`config.mk`:
```
export PLATFORM = sky130hd
export DESIGN_NAME = hz_forward_unit
export DESIGN_NICKNAME = d
export VERILOG_FILES = /design/src/rtl/hz_pkg.sv /design/src/rtl/hz_operand_sel.sv /design/src/rtl/hz_load_stall.sv /design/src/rtl/hz_ctl_regs.sv /design/src/rtl/hz_forward_unit.sv
export SDC_FILE = /design/constraint.sdc
export NUM_CORES = 1
export LEC_CHECK = 0
export BUFFER_PORTS_ARGS = -buffer_cell sky130_fd_sc_hd__buf_2
export CORE_AREA = 8 8 45 47
export CTS_BUF_LIST = sky130_fd_sc_hd__clkbuf_8
export DETAILED_ROUTE_END_ITERATION = 8
export DIE_AREA = 0 0 53 55
export PLACE_DENSITY = 0.77
export RECOVER_POWER = 100
export SYNTH_ARGS = -nofsm -noshare
export SYNTH_HDL_FRONTEND = slang
export SYNTH_SLANG_ARGS = --single-unit
```
`constraint.sdc`:
```
create_clock -name clk -period 4.3 [get_ports clk]
set_clock_uncertainty 0.15 [all_clocks]
set_input_delay 0.86 -clock clk [delete_from_list [all_inputs] [get_ports clk]]
set_output_delay 0.86 -clock clk [all_outputs]
set_load 0.01 [all_outputs]
```
`src/rtl/hz_pkg.sv`:
```
`timescale 1ns/1ps
package hz_pkg;

    // Operand source choice, ordered by distance of the producer
    typedef enum logic [1:0] {
        SEL_RF  = 2'd0,
        SEL_EX  = 2'd1,
        SEL_MEM = 2'd2,
        SEL_WB  = 2'd3
    } fwd_sel_e;

    // Producer stages compared against decode, nearest first
    localparam int NUM_PROD = 3;

    // Registered control state of the unit
    typedef struct packed {
        logic ex_bubble;
        logic dec_void;
    } hz_ctl_t;

endpackage

```
`src/rtl/hz_operand_sel.sv`:
```
`timescale 1ns/1ps
module hz_operand_sel #(
    parameter int REG_W    = 5,
    parameter int NUM_PROD = hz_pkg::NUM_PROD,
    localparam int SEL_W   = $clog2(NUM_PROD + 1)
) (
    input  logic [REG_W-1:0]                src,
    input  logic [NUM_PROD-1:0][REG_W-1:0]  prod_dst,
    input  logic [NUM_PROD-1:0]             prod_wen,
    input  logic                            slot_void,
    output logic [SEL_W-1:0]                sel
);

    logic [NUM_PROD-1:0] hit;
    logic                src_live;

    assign src_live = (src != '0) && !slot_void;

    // One comparator per producer stage
    for (genvar p = 0; p < NUM_PROD; p++) begin : g_cmp
        assign hit[p] = src_live && prod_wen[p] && (prod_dst[p] == src);
    end

    // Walk from farthest to nearest so the nearest hit overwrites
    always_comb begin
        sel = '0;
        for (int p = NUM_PROD - 1; p >= 0; p--) begin
            if (hit[p]) begin
                sel = SEL_W'(p + 1);
            end
        end
    end

endmodule

```
`src/rtl/hz_load_stall.sv`:
```
`timescale 1ns/1ps
module hz_load_stall #(
    parameter int NUM_SRC = 2,
    parameter int SEL_W   = 2
) (
    input  logic                          ex_is_load,
    input  logic                          slot_void,
    input  logic [NUM_SRC-1:0][SEL_W-1:0] sel,
    output logic                          stall
);

    logic [NUM_SRC-1:0] wants_ex;

    for (genvar s = 0; s < NUM_SRC; s++) begin : g_use
        assign wants_ex[s] = (sel[s] == SEL_W'(hz_pkg::SEL_EX));
    end

    assign stall = ex_is_load && !slot_void && (|wants_ex);

endmodule

```
`src/rtl/hz_ctl_regs.sv`:
```
`timescale 1ns/1ps
module hz_ctl_regs (
    input  logic clk,
    input  logic rst_n,
    input  logic stall,
    input  logic squash,
    output logic ex_bubble_q,
    output logic dec_void_q
);

    import hz_pkg::*;

    hz_ctl_t ctl_d;
    hz_ctl_t ctl_q;

    always_comb begin
        ctl_d           = ctl_q;
        ctl_d.ex_bubble = stall;
        ctl_d.dec_void  = squash;
    end

    always_ff @(posedge clk or negedge rst_n) begin
        if (!rst_n) begin
            ctl_q <= '0;
        end else begin
            ctl_q <= ctl_d;
        end
    end

    assign ex_bubble_q = ctl_q.ex_bubble;
    assign dec_void_q  = ctl_q.dec_void;

endmodule

```
`src/rtl/hz_forward_unit.sv`:
```
`timescale 1ns/1ps
module hz_forward_unit #(
    parameter int REG_W = 5,
    localparam int NUM_SRC  = 2,
    localparam int NUM_PROD = hz_pkg::NUM_PROD,
    localparam int SEL_W    = $clog2(NUM_PROD + 1)
) (
    input  logic             clk,
    input  logic             rst_n,
    input  logic [REG_W-1:0] dec_src1,
    input  logic [REG_W-1:0] dec_src2,
    input  logic [REG_W-1:0] ex_dst,
    input  logic             ex_wen,
    input  logic             ex_is_load,
    input  logic [REG_W-1:0] mem_dst,
    input  logic             mem_wen,
    input  logic [REG_W-1:0] wb_dst,
    input  logic             wb_wen,
    input  logic             dec_redirect,
    output logic [SEL_W-1:0] opnd1_sel,
    output logic [SEL_W-1:0] opnd2_sel,
    output logic             hold,
    output logic             squash,
    output logic             ex_bubble,
    output logic             dec_void
);

    logic [NUM_SRC-1:0][REG_W-1:0]  src_vec;
    logic [NUM_SRC-1:0][SEL_W-1:0]  sel_vec;
    logic [NUM_PROD-1:0][REG_W-1:0] prod_dst;
    logic [NUM_PROD-1:0]            prod_wen;
    logic                           stall_w;

    // Producers indexed by distance: 0 execute, 1 memory, 2 writeback
    assign prod_dst = {wb_dst, mem_dst, ex_dst};
    assign prod_wen = {wb_wen, mem_wen, ex_wen};
    assign src_vec  = {dec_src2, dec_src1};

    for (genvar s = 0; s < NUM_SRC; s++) begin : g_opnd
        hz_operand_sel #(
            .REG_W    (REG_W),
            .NUM_PROD (NUM_PROD)
        ) u_sel (
            .src       (src_vec[s]),
            .prod_dst  (prod_dst),
            .prod_wen  (prod_wen),
            .slot_void (dec_void),
            .sel       (sel_vec[s])
        );
    end

    hz_load_stall #(
        .NUM_SRC (NUM_SRC),
        .SEL_W   (SEL_W)
    ) u_stall (
        .ex_is_load (ex_is_load),
        .slot_void  (dec_void),
        .sel        (sel_vec),
        .stall      (stall_w)
    );

    // A stalled branch waits; it redirects once the stall clears
    assign squash = dec_redirect && !stall_w && !dec_void;

    hz_ctl_regs u_ctl (
        .clk         (clk),
        .rst_n       (rst_n),
        .stall       (stall_w),
        .squash      (squash),
        .ex_bubble_q (ex_bubble),
        .dec_void_q  (dec_void)
    );

    assign opnd1_sel = sel_vec[0];
    assign opnd2_sel = sel_vec[1];
    assign hold      = stall_w;

endmodule

```
-- After elaboration in Yosys (flattened, before gate mapping)
Cells that the tools add are included.
- register bits: 2
- output and inout bits: 8
- equal/unequal tests: 8
- multiplexer cells: 6
- reduce and logical (&&, ||, !) cells: 23
- operators with widths (cell ; number):
    5-bit == test ; 6
    1-bit logical AND ; 18
    2-bit 2-to-1 mux ; 6
    5-bit nonzero test ; 2
    2-bit by 1-bit == test with 1-bit output, second input constant ; 2
    1-bit zero test ; 2
    2-bit OR reduction ; 1

-- Longest topological paths before layout
- word-level depth: 13
- gate-level depth with buffers: 5
- gate-level depth less buffers: 5

-- Hierarchy
Synthesis repeated with hierarchy kept, for this count alone.
- cell total of the unflattened synthesis: 61
- area, all modules: 530.5 µm²
- modules (own cells, without submodules) (module ; times used ; cells an instance ; area each (µm²) ; seq. area each (µm²)):
    hz_operand_sel ; 2 ; 27 ; 220.2 ; 0.0
    hz_ctl_regs ; 1 ; 2 ; 50.0 ; 50.0
    hz_load_stall ; 1 ; 4 ; 27.5 ; 0.0
    hz_forward_unit ; 1 ; 1 ; 12.5 ; 0.0

-- Worst setup path before layout
OpenSTA, ideal clock, no wires.
- path kind: input-to-output
- start point: input port dec_src1[1]
- end point: output port squash
- arrival time: 2.098 ns
- slack: 1.192 ns
- cell stages on the path: 5
- buffers on the path: 0
- path through: or4_1 -> nor2_2 -> nor4_1 -> o21a_1 -> nor3b_2
- longest elaborated chain between the ends: 13
- elaborated cells on any way between the ends: 20
- classes of those cells: eq/ne: 4; mux: 3; reduce/logical: 13
- ends and longest elaborated chain (item ; RTL line ; RTL):
    from (decl) ; hz_forward_unit.sv:10 ; input logic [REG_W-1:0] dec_src1,
    5-bit nonzero test ; hz_operand_sel.sv:17 ; assign src_live = (src != '0) && !slot_void;
    1-bit logical AND ; hz_operand_sel.sv:17 ;
    1-bit logical AND (2 in series) ; hz_operand_sel.sv:21 ; assign hit[p] = src_live && prod_wen[p] && (prod_dst[p] == src);
    2-bit 2-to-1 mux (2 in series) ; hz_operand_sel.sv:28 ; if (hit[p]) begin
    2-bit 2-to-1 mux (*) ; hz_operand_sel.sv:28 ;
    2-bit by 1-bit == test with 1-bit output (*) ; hz_load_stall.sv:15 ; assign wants_ex[s] = (sel[s] == SEL_W'(hz_pkg::SEL_EX));
    2-bit OR reduction (*) ; hz_load_stall.sv:18 ; assign stall = ex_is_load && !slot_void && (|wants_ex);
    1-bit logical AND (*) ; hz_load_stall.sv:18 ;
    net hold ; hz_forward_unit.sv:22 ; output logic hold,
    1-bit zero test (*) ; hz_forward_unit.sv:63 ; assign squash = dec_redirect && !stall_w && !dec_void;
    1-bit logical AND (*) (2 in series) ; hz_forward_unit.sv:63 ;
    to (decl) ; hz_forward_unit.sv:23 ; output logic squash,
The timed path passes the listed nets; every way through them passes the cells marked *.

-- Worst setup path in the final report
- start point: input port dec_src2[0]
- end point: output port squash
- longest elaborated chain between the ends: 13
- elaborated cells on any way between the ends: 20
- classes of those cells: eq/ne: 4; mux: 3; reduce/logical: 13
- ends and longest elaborated chain (item ; RTL line ; RTL):
    from (decl) ; hz_forward_unit.sv:11 ; input logic [REG_W-1:0] dec_src2,
    5-bit nonzero test ; hz_operand_sel.sv:17 ;
    1-bit logical AND ; hz_operand_sel.sv:17 ;
    1-bit logical AND (2 in series) ; hz_operand_sel.sv:21 ;
    2-bit 2-to-1 mux (2 in series) ; hz_operand_sel.sv:28 ;
    2-bit 2-to-1 mux (*) ; hz_operand_sel.sv:28 ;
    2-bit by 1-bit == test with 1-bit output (*) ; hz_load_stall.sv:15 ;
    2-bit OR reduction (*) ; hz_load_stall.sv:18 ;
    1-bit logical AND (*) ; hz_load_stall.sv:18 ;
    1-bit zero test (*) ; hz_forward_unit.sv:63 ;
    1-bit logical AND (*) (2 in series) ; hz_forward_unit.sv:63 ;
Every way passes the cells marked *; elsewhere a longest branch is shown, timed or not.

==> out/results.tsv <==
stage	metric	value	unit
outcome	status	finished, final reports clean	
global_route	track_usage	12.61	%
floorplan	die_area	2915	sq um
critical_path	r2r-start	u_ctl.dec_void_q	
clock_network	cts-root-buf	clkbuf_8	
floorplan	die_y	55	microns
detailed_routing	first_pass_iters	5	
global_route	grt_overflow_total	0	
floorplan	rows	14	
detailed_routing	vias	591	
floorplan	die_w	53	microns
placed_design	dp_hpwl	1566	microns
critical_path	critPathMaxStageDelay	0.53	ns
logic_synthesis	synth_cell_types	16	
placed_design	dpl.cell_count	114	
clock_network	ctsResizeCount	0	
layout	syn2layout_area_growth	48.11	%
sta	rsz0062_at_grt	no	
sta	worstMarginPinSlew	0.5669	ns
floorplan	start_util	35.90	%
layout	nets	135	
detailed_routing	wirelength	1806	microns
clock_network	cts_tree	yes	
detailed_routing	drtIter0Drc	6	
logic_synthesis	synth_top_area_share	38.79	%
clock_network	postCtsSetupRepairBufs	0	
critical_path	cp_max_fo	4	
layout	design_area	735.7	sq um
logic_synthesis	syn_inst	59	
layout	layout_commonest_cell	buf_2	
critical_path	reg2reg_depth	5	
power	finalPower	0.1576	mW
clock_network	cts_buffers	3	
clock_network	h-tree-depth	1	
sta	fin_crit	3.508	ns
critical_path	arrival	2.50	ns
logic_synthesis	yosysWarnings	0	
placed_design	port_buffers	39	
logic_synthesis	synth.avg_cell_area	8.419	sq um
clock_network	clk_pin_slew	0.03	ns
global_route	grt_pass1_vias	663	
power	p_leak	0.2951	nW
global_route	grt_pass1_wl	2842	microns
floorplan	io_pins	40	
sta	maxSlewViolCount	0	
layout	drive_gt1_share	35.64	%
critical_path	cp_slowest_cell	or4_1	
sta	hold_viol_final	0	
critical_path	cp-end-kind	output pin	
critical_path	crit_type	in -> out	
logic_synthesis	synth_area_leaders	xnor2_1, xor2_1, dfrtp_1	
logic_synthesis	netlist_area	496.7	sq um
floorplan	core_region_area	1384	sq um
logic_synthesis	yosys.area.top_type	xnor2_1	
layout	post_layout_nonfiller_instances	117	
logic_synthesis	ys_seq_area_share	10.08	%
critical_path	worstSetupStartpointType	primary input	
sta	tns	0	ns
sta	min_period_over_period	81.58	%
layout	mostFrequentLayoutCells	buf_2, xnor2_1, clkbuf_1, xor2_1, nand4_1	
critical_path	r2r_slack	2.52	ns
critical_path	required	3.29	ns
global_route	antenna_found_initial	0	
detailed_routing	viasPerCell	5.051	
clock_network	clk_latency	0.21	ns
placed_design	placed_area	711.9	sq um
detailed_routing	ant_nets	0	
sta	max_slew_margin	61.86	%
critical_path	path_cells	clkbuf_1, or4_1, nor2_1, nor4_1, o21a_1, nor3b_1, clkbuf_1	
critical_path	cp_common_cell	clkbuf_1	
power	peakVddDrop	0.0001204	V
global_route	grt_max_degree	6	
detailed_routing	drc_errors	0	
hold_path	min_path_type	in -> async	
clock_network	cts.sinks	2	
logic_synthesis	synth_nets	91	
sta	max_freq	285.1	MHz
power	powerDensity	214.2	nW/um^2
clock_network	ctsHoldBuffers	0	
detailed_routing	wl_per_cell	15.44	microns
layout	fillers	140	
clock_network	cts_buffer_depth	2	
layout	n_antenna_cell	0	
critical_path	r2r-end	u_ctl.dec_void_q	
job	drv_cap	0	
logic_synthesis	synth.ff_latch_count	2	
sta	finalSetupViolCount	0	
placed_design	place_congestion	0.8393	
==> power by group <==
| part | switching [mW] | internal [mW] | total [mW] | leakage [nW] |
|---|---|---|---|---|
| Sequential | 0.00110 | 0.0198 | 0.0209 | 0.0264 |
| Combinational | 0.0299 | 0.0310 | 0.0609 | 0.247 |
| Clock | 0.0164 | 0.0593 | 0.0758 | 0.0216 |
| Total | 0.0474 | 0.110 | 0.158 | 0.295 |
==> synth_stat cells (all sizes together) <==
library cell and number:
xnor2 22, xor2 8, nand4 6, or4 5, nor4 4, nor2 3, dfrtp 2, nand2b 2
o21bai 2, a21oi 1, and2b 1, nor2b 1, nor3b 1, o21a 1
==> worst max-delay path by stage <==
stage           startpoint      to  slack [ns]  depth (start not counted)
2_1_floorplan  dec_src1[1]  squash        1.19                          5
6_report       dec_src2[0]  squash        0.79                          7
3_3_place_gp   dec_src1[1]  squash        0.94                          7
5_1_grt        dec_src2[0]  squash        0.64                          7
3_5_place_dp   dec_src2[0]  squash        0.92                          7
4_1_cts        dec_src2[0]  squash        0.92                          7
==> layer usage <==
layer	up-vias	GRT usage [%]	share of wire (%)
met4	0	5.172	1.4
met3	2	2.941	11
li1	297	-	-
met5	-	0	0
met2	28	22.85	49
met1	264	13.79	39
==> flip-flops by register name (all words and copies together) (netlist names) <==
| name | flops |
|---|---|
| u_ctl.ex_bubble_q | 1 |
| u_ctl.dec_void_q | 1 |
==> worst max-delay path, delay by kind of cell <==
| kind | cells | cell delay [ns] |
|---|---|---|
| AND/OR/NAND/NOR | 4 | 1.09 |
| AO/OA/AOI/OAI | 1 | 0.22 |
| buffers and inverters | 2 | 0.33 |
==> cell families after synthesis <==
logic type      synth area share, %
flops                         10.08
simple gates                  31.49
compound gates                5.540
xor+xnor                      52.90
==> area by class of cell <==
| cell class | count | area [sq um] | area share (%) |
|---|---|---|---|
| Timing Repair Buffer | 39 | 182.7 | 24.83 |
| Multi-Input combinational cell | 57 | 441.7 | 60.03 |
| Tap cell | 16 | 20.02 | 2.721 |
| Clock buffer | 3 | 41.29 | 5.612 |
| Sequential cell | 2 | 50.05 | 6.803 |
==> per-stage QoR <==
stage | util, % | worst slack (ns) | hold slack (ns)
detailed placement | 51.45 | 0.9193 | 0.3704
finish | 53.16 | 0.7919 | 0.2764
global placement | 51.45 | 0.9389 | 0.3632
global route | 53.16 | 0.6434 | 0.3009
CTS | 54.43 | 0.9160 | 0.2747
floorplan | - | 1.192 | 0.4062
No activity file was read; power rests on OpenSTA's default activity.
